--- src/rtl/mbus_pkg.sv ---
package mbus_pkg;

  localparam logic [2:0] CYC_MRD  = 3'd0;
  localparam logic [2:0] CYC_MWR  = 3'd1;
  localparam logic [2:0] CYC_IORD = 3'd2;
  localparam logic [2:0] CYC_IOWR = 3'd3;
  localparam logic [2:0] CYC_OPF  = 3'd4;
  localparam logic [2:0] CYC_INTA = 3'd5;

  typedef enum logic [2:0] {
    TS_RST, TS_IDLE, TS_T1, TS_T2, TS_TW, TS_T3, TS_HOLD
  } tstate_e;

  // {iom, s1, s0} for a cycle type; reserved codes behave as memory read
  function automatic logic [2:0] status_code(input logic [2:0] t);
    case (t)
      CYC_MWR:  return 3'b001;
      CYC_IORD: return 3'b110;
      CYC_IOWR: return 3'b101;
      CYC_OPF:  return 3'b011;
      CYC_INTA: return 3'b111;
      default:  return 3'b010;
    endcase
  endfunction

  function automatic logic is_write(input logic [2:0] t);
    return (t == CYC_MWR) || (t == CYC_IOWR);
  endfunction

endpackage

--- src/rtl/mbus_tseq.sv ---
module mbus_tseq
  import mbus_pkg::*;
#(
  parameter int ADDR_W = 16,
  parameter int DATA_W = 8
) (
  input  logic              clk,
  input  logic              rst_n,
  input  logic              req_valid,
  input  logic [2:0]        req_type,
  input  logic [ADDR_W-1:0] req_addr,
  input  logic [DATA_W-1:0] req_wdata,
  input  logic              ready,
  input  logic              hold,
  output tstate_e           state,
  output logic [2:0]        cur_type,
  output logic [ADDR_W-1:0] cur_addr,
  output logic [DATA_W-1:0] cur_wdata,
  output logic              req_ready
);

  tstate_e nxt;
  logic    accept;

  assign req_ready = (state == TS_IDLE) && !hold;
  assign accept    = req_ready && req_valid;

  always_comb begin
    nxt = state;
    case (state)
      TS_RST:  nxt = TS_IDLE;
      TS_IDLE: if (hold) nxt = TS_HOLD;
               else if (req_valid) nxt = TS_T1;
      TS_T1:   nxt = TS_T2;
      TS_T2:   nxt = ready ? TS_T3 : TS_TW;
      TS_TW:   nxt = ready ? TS_T3 : TS_TW;
      TS_T3:   nxt = hold ? TS_HOLD : TS_IDLE;
      TS_HOLD: nxt = hold ? TS_HOLD : TS_IDLE;
      default: nxt = TS_RST;
    endcase
  end

  always_ff @(posedge clk or negedge rst_n) begin
    if (!rst_n) begin
      state     <= TS_RST;
      cur_type  <= CYC_MRD;
      cur_addr  <= '0;
      cur_wdata <= '0;
    end else begin
      state <= nxt;
      if (accept) begin
        cur_type  <= req_type;
        cur_addr  <= req_addr;
        cur_wdata <= req_wdata;
      end
    end
  end

endmodule

--- src/rtl/mbus_pindrv.sv ---
module mbus_pindrv
  import mbus_pkg::*;
#(
  parameter int ADDR_W = 16,
  parameter int DATA_W = 8,
  localparam int HI_W  = ADDR_W - DATA_W
) (
  input  tstate_e           state,
  input  logic [2:0]        cur_type,
  input  logic [ADDR_W-1:0] cur_addr,
  input  logic [DATA_W-1:0] cur_wdata,
  output logic [HI_W-1:0]   addr_hi,
  output logic              addr_hi_oe,
  output logic [DATA_W-1:0] ad_out,
  output logic              ad_oe,
  output logic              ale,
  output logic              rd_n,
  output logic              wr_n,
  output logic              iom,
  output logic              s1,
  output logic              s0,
  output logic              ctrl_oe,
  output logic              hlda
);

  logic in_cycle, in_data, wr_cyc;

  assign in_cycle = (state == TS_T1) || in_data;
  assign in_data  = (state == TS_T2) || (state == TS_TW) || (state == TS_T3);
  assign wr_cyc   = is_write(cur_type);

  assign addr_hi        = cur_addr[ADDR_W-1:DATA_W];
  assign addr_hi_oe     = (state != TS_RST) && (state != TS_HOLD);
  assign ctrl_oe        = addr_hi_oe;
  assign hlda           = (state == TS_HOLD);
  assign ale            = (state == TS_T1);
  assign ad_oe          = ale || (in_data && wr_cyc);
  assign ad_out         = ale ? cur_addr[DATA_W-1:0] : (in_data ? cur_wdata : '0);
  assign rd_n           = !(in_data && !wr_cyc);
  assign wr_n           = !(in_data && wr_cyc);
  assign {iom, s1, s0}  = in_cycle ? status_code(cur_type) : 3'b000;

endmodule

--- src/rtl/mbus_rdcap.sv ---
module mbus_rdcap
  import mbus_pkg::*;
#(
  parameter int DATA_W = 8
) (
  input  logic              clk,
  input  logic              rst_n,
  input  tstate_e           state,
  input  logic [2:0]        cur_type,
  input  logic [DATA_W-1:0] ad_in,
  output logic              rsp_valid,
  output logic [DATA_W-1:0] rsp_rdata
);

  logic finish;
  assign finish = (state == TS_T3);

  always_ff @(posedge clk or negedge rst_n) begin
    if (!rst_n) begin
      rsp_valid <= 1'b0;
      rsp_rdata <= '0;
    end else begin
      rsp_valid <= finish;
      if (finish) rsp_rdata <= is_write(cur_type) ? '0 : ad_in;
    end
  end

endmodule

--- src/rtl/mbus_cycle_ctrl.sv ---
module mbus_cycle_ctrl
  import mbus_pkg::*;
#(
  parameter int ADDR_W = 16,
  parameter int DATA_W = 8,
  localparam int HI_W  = ADDR_W - DATA_W
) (
  input  logic              clk,
  input  logic              rst_n,
  input  logic              req_valid,
  input  logic [2:0]        req_type,
  input  logic [ADDR_W-1:0] req_addr,
  input  logic [DATA_W-1:0] req_wdata,
  output logic              req_ready,
  output logic              rsp_valid,
  output logic [DATA_W-1:0] rsp_rdata,
  output logic [HI_W-1:0]   addr_hi,
  output logic              addr_hi_oe,
  output logic [DATA_W-1:0] ad_out,
  output logic              ad_oe,
  input  logic [DATA_W-1:0] ad_in,
  output logic              ale,
  output logic              rd_n,
  output logic              wr_n,
  output logic              iom,
  output logic              s1,
  output logic              s0,
  output logic              ctrl_oe,
  input  logic              ready,
  input  logic              hold,
  output logic              hlda
);

  tstate_e           state;
  logic [2:0]        cur_type;
  logic [ADDR_W-1:0] cur_addr;
  logic [DATA_W-1:0] cur_wdata;

  // named phase events, used by the bound checker
  logic ev_t2w, ev_mid, ev_t3;
  assign ev_t2w = (state == TS_T2) || (state == TS_TW);
  assign ev_mid = ev_t2w || (state == TS_T3);
  assign ev_t3  = (state == TS_T3);

  mbus_tseq #(.ADDR_W(ADDR_W), .DATA_W(DATA_W)) u_seq (
    .clk(clk), .rst_n(rst_n), .req_valid(req_valid), .req_type(req_type),
    .req_addr(req_addr), .req_wdata(req_wdata), .ready(ready), .hold(hold),
    .state(state), .cur_type(cur_type), .cur_addr(cur_addr),
    .cur_wdata(cur_wdata), .req_ready(req_ready)
  );

  mbus_pindrv #(.ADDR_W(ADDR_W), .DATA_W(DATA_W)) u_drv (
    .state(state), .cur_type(cur_type), .cur_addr(cur_addr),
    .cur_wdata(cur_wdata), .addr_hi(addr_hi), .addr_hi_oe(addr_hi_oe),
    .ad_out(ad_out), .ad_oe(ad_oe), .ale(ale), .rd_n(rd_n), .wr_n(wr_n),
    .iom(iom), .s1(s1), .s0(s0), .ctrl_oe(ctrl_oe), .hlda(hlda)
  );

  mbus_rdcap #(.DATA_W(DATA_W)) u_cap (
    .clk(clk), .rst_n(rst_n), .state(state), .cur_type(cur_type),
    .ad_in(ad_in), .rsp_valid(rsp_valid), .rsp_rdata(rsp_rdata)
  );

endmodule

--- config.mk ---
export PLATFORM = sky130hd
export DESIGN_NAME = mbus_cycle_ctrl
export DESIGN_NICKNAME = d
export VERILOG_FILES = /design/src/rtl/mbus_pkg.sv /design/src/rtl/mbus_tseq.sv /design/src/rtl/mbus_pindrv.sv /design/src/rtl/mbus_rdcap.sv /design/src/rtl/mbus_cycle_ctrl.sv
export SDC_FILE = /design/constraint.sdc
export NUM_CORES = 1
export LEC_CHECK = 0
export CORE_AREA = 2 2 77 79
export DETAILED_ROUTE_END_ITERATION = 10
export DIE_AREA = 0 0 79 81
export PLACE_DENSITY = 0.69
export SLEW_MARGIN = 10
export SYNTH_ARGS = -nofsm -noshare
export SYNTH_HDL_FRONTEND = slang
export SYNTH_SLANG_ARGS = --single-unit
export TNS_END_PERCENT = 100
--- constraint.sdc ---
create_clock -name clk -period 2.72 [get_ports clk]
set_clock_uncertainty 0.05 [all_clocks]
set_input_delay 0.272 -clock clk [delete_from_list [all_inputs] [get_ports clk]]
set_output_delay 0.272 -clock clk [all_outputs]
set_load 0.01 [all_outputs]
==> results by stage <==
Outcome:
- The run finished with clean final reports.

Clocking:
- Post-CTS timing repair inserted 0 buffers for setup.
- The H-tree depth is 2.
- TritonCTS built the clock tree.
- The longest clock path from root to sink contains 2 buffers.
- Clock latency on the worst-skew pair, taken at its later pin, is approximately 0.28 ns.
- The tree built by TritonCTS fans out to 39 sinks.
- The number of clock buffers inserted by TritonCTS is 5.
- The number of gates resized after CTS is 0.
- The number of buffers inserted by hold repair at cts is 0.
- In this run the clock root is driven by a sky130_fd_sc_hd__clkbuf_8.
- After clock tree synthesis, the clock-pin slew on the worst setup and hold paths is approximately 0.070 ns.

Cells and area:
- The area of the multi-input gates is roughly 940 sq um.
- In the final layout, the share of cells above drive strength 1 is between 15 and 20%.
- The number of antenna diodes in the final layout is 0.
- The final layout net count is 291.
- The post-route standard cell area excluding fillers is slightly below 3000 sq um.
- The most frequent standard cell in the layout excluding fill and tap cells is sky130_fd_sc_hd__clkdlybuf4s50_1.
- Summing all flip-flop and latch instances after layout gives around 980 sq um.
- The final core area utilization is 51.7%.
- The layout overhead on the synthesized area is 42.3%.
- The number of filler cells placed in the layout is ~540.
- In the layout the commonest cells are sky130_fd_sc_hd__clkdlybuf4s50_1, sky130_fd_sc_hd__dfrtp_1, sky130_fd_sc_hd__nand2_1, sky130_fd_sc_hd__o21ai_0, sky130_fd_sc_hd__mux2_4.

Job:
- The number of maximum-capacitance violations is 0.

Synth:
- The number of unique standard cell types used by synthesis is 34.
- Averaged over all synthesized cells, the footprint is ~11 sq um.
- During synthesis, Yosys emitted a total of 0 warnings.
- The library cell occupying the most area in the post-synthesis netlist is sky130_fd_sc_hd__dfrtp_1.
- The area share of the largest cell type after synthesis is a little under half.
- By area the synthesized netlist is led by sky130_fd_sc_hd__dfrtp_1, sky130_fd_sc_hd__mux2_4, sky130_fd_sc_hd__nand2_1.
- Summing every instance area after synthesis gives approximately 2100 sq um.
- The number of nets in the synthesized netlist is about 230.
- After technology mapping, the gate count stands at between 150 and 200.
- The post-synthesis sequential area ratio is a little under half.
- After synthesis the netlist holds a flip-flop and latch count of 39.

Route:
- For this block, the initial DRC count from the detailed router was between 60 and 70.
- The routed layout has between 1500 and 2000 vias.
- The routed length per placed instance is roughly 13 um.
- The first-pass iteration count of the detailed router is 4.
- The post-detailed-route count of antenna-violating nets is 0.
- The routed design has roughly 4100 um of wire.
- In the routed layout, each cell is associated on average with a via count of between 4 and 5.
- In the routed design, unresolved DRC markers number 0.

Placed design:
- The placed instances occupy a cell area of ~2800 sq um.
- The number of port buffers is 75.
- The HPWL after detailed placement is approximately 3000 um.
- The congestion estimate from routability-driven global placement came to ~0.72.

Timing:
- The setup total negative slack is 0 ns.
- Setup repair after global routing left no endpoint under its margin.
- The shortest clock period the worst path allows after layout is around 2.5 ns.
- At the pin with the least slew margin, the transition time is ~0.86 ns.
- The worst slew margin relative to its limit is 42.4%.
- The final count of hold timing violations is 0.
- The total count of max-transition violations in the final report is 0.
- In the finished design, the share of the clock period the worst path needs comes to between 90% and 100%.
- The final setup violation count is 0.
- The timing-limited maximum frequency is ~400 MHz.

Global route:
- The wire length of the first global-routing pass is ~6700 um.
- Entering global routing, the biggest net connects 40 pins.
- The total routing usage reported by global routing is 13.3%.
- The number of antenna violations at the first check in global routing is 0.
- The total overflow left after global routing is 0.
- The via count of the first global-routing pass is about 1500.

Power:
- In this run, flip-flops and latches consume 32.3% of the power.
- In this run, the combinational gates consume just over 50% of the power.
- The worst supply voltage drop on vdd is 0.000446 V.
- The proportion of power drawn by the clock network is about 16%.
- The internal portion of total power is about 0.0023 W.
- Net switching is between 30% and 40% of the power.
- In this run the static leakage power is approximately 1.3 nW.
- Summed over all nets, the switching power comes to 0.00113 W.
- For this design the ratio of total power to cell area is 1170 nW/um^2.

Setup path:
- The number of cells on the worst reg-to-reg path is 3.
- The critical path data arrival time is ~2.2 ns.
- The internal reg-to-reg setup slack is between 0.6 and 0.7 ns.
- In this run the critical register-to-register path is captured at u_seq.cur_addr[9]$_DFFE_PN0P_.
- The critical path starts at u_seq.state[0]$_DFFE_PN0P_.
- The maximum fanout encountered on the critical timing path is 18.
- The element type at the critical path end is a primary output.
- STA classifies the critical path startpoint as a register.
- The worst setup path endpoint is wr_n.
- The kind of critical path is reg2out.
- The required time of the critical path is 2.40 ns.
- The worst register-to-register path begins at u_seq.state[0]$_DFFE_PN0P_.

Die:
- The die covers 6400 sq um.
- After floorplanning, the core was sized to cover approximately 5700 sq um.
- The I/O pin count is 76.
- The starting density of the core is a little over a third.
- The number of placement rows is 28.
- The die boundary height is between 80 and 90 um.
- In this run the horizontal extent of the chip is around 80 um.

Hold path:
- The path class of the tightest hold or removal check is in2async.
==> metal layers <==
layer  GRT usage, %  routed length [um]
met5              0                   0
met4           4.31                  16
met3           2.89                 180
met2           22.1                1980
met1           17.3                1900
==> critical path, stage by stage, from the launching register on <==
cell and delay, ns:
sky130_fd_sc_hd__dfrtp_1 0.79, sky130_fd_sc_hd__buf_4 0.25, sky130_fd_sc_hd__nand2_1 0.05, sky130_fd_sc_hd__o21ai_0 0.22, sky130_fd_sc_hd__nand3_1 0.11, sky130_fd_sc_hd__clkdlybuf4s50_1 0.48
==> Yosys cell counts, drive strengths merged <==
master / number
o21ai: 21
or3: 1
nand2: 29
and3b: 1
a21o: 1
or2: 1
nor2b: 3
mux2: 27
ha: 2
o21a: 1
buf: 15
nor2: 2
nand2b: 5
a21oi: 5
mux2i: 9
xor2: 1
nor3b: 1
clkbuf: 4
nor4b: 1
dfrtp: 39
o211ai: 1
a221oi: 1
nand3b: 2
inv: 5
nand3: 1
o22ai: 1
maj3: 1
a211o: 1
and2: 1
==> registers in the layout, summed over array words and instances, names as in the netlist <==
signal / cells
u_seq.cur_addr: 16
u_cap.rsp_rdata: 8
u_seq.cur_wdata: 8
u_seq.cur_type: 3
u_seq.state: 3
u_cap.rsp_valid: 1
==> stage by stage <==
| stage | total power, W | hold WS (ns) | std cells | setup WS (ns) |
|---|---|---|---|---|
| global route | 0.00370 | 0.135 | 325 | 0.0343 |
| detailed placement | 0.00290 | 0.394 | 317 | 0.511 |
| finish | 0.00343 | 0.0504 | 325 | 0.218 |
| global placement | 0.00286 | 0.395 | 317 | 0.541 |
| CTS | 0.00348 | 0.0810 | 325 | 0.187 |
| floorplan | 0.00219 | -0.0736 | 183 | 1.13 |
==> layout make-up <==
class                   count  area share, %
flip-flops and latches     39           33.3
repair buffers             78           26.2
clock buffers               6           2.48
well taps                  75           3.20
multi-input cells         120           32.1
inverters                   5          0.640
clock inverters             2           2.05
==> worst min path at each step <==
stage / startpoint / to / slack (ns) / depth (start not counted)
2_1_floorplan: rst_n / u_cap.rsp_rdata[0]$_DFFE_PN0P_ / -0.07 / 0
3_3_place_gp: rst_n / u_seq.state[1]$_DFFE_PN0P_ / 0.40 / 1
3_5_place_dp: rst_n / u_seq.state[1]$_DFFE_PN0P_ / 0.39 / 1
4_1_cts: rst_n / u_seq.state[1]$_DFFE_PN0P_ / 0.08 / 1
5_1_grt: rst_n / u_seq.state[1]$_DFFE_PN0P_ / 0.13 / 1
6_report: rst_n / u_seq.state[1]$_DFFE_PN0P_ / 0.05 / 1
==> logic make-up after synthesis <==
family,count (synthesis),synth area share [%]
xor+xnor,1,0.425
buf+inv,24,6.92
flops,39,47.4
fa+ha+maj,3,1.70
compound gates,32,8.56
simple gates,48,12.3
mux,36,22.8
==> power by group through the flow <==
stage                     Clock (W)  Sequential [W]  Combinational [W]
after floorplan                   0         0.00106            0.00113
after global placement            0         0.00111            0.00175
after detailed placement          0         0.00112            0.00177
after CTS                  0.000584         0.00111            0.00178
after global routing       0.000607         0.00116            0.00194
final                      0.000563         0.00111            0.00176
Power figures use the tool's default switching activity.
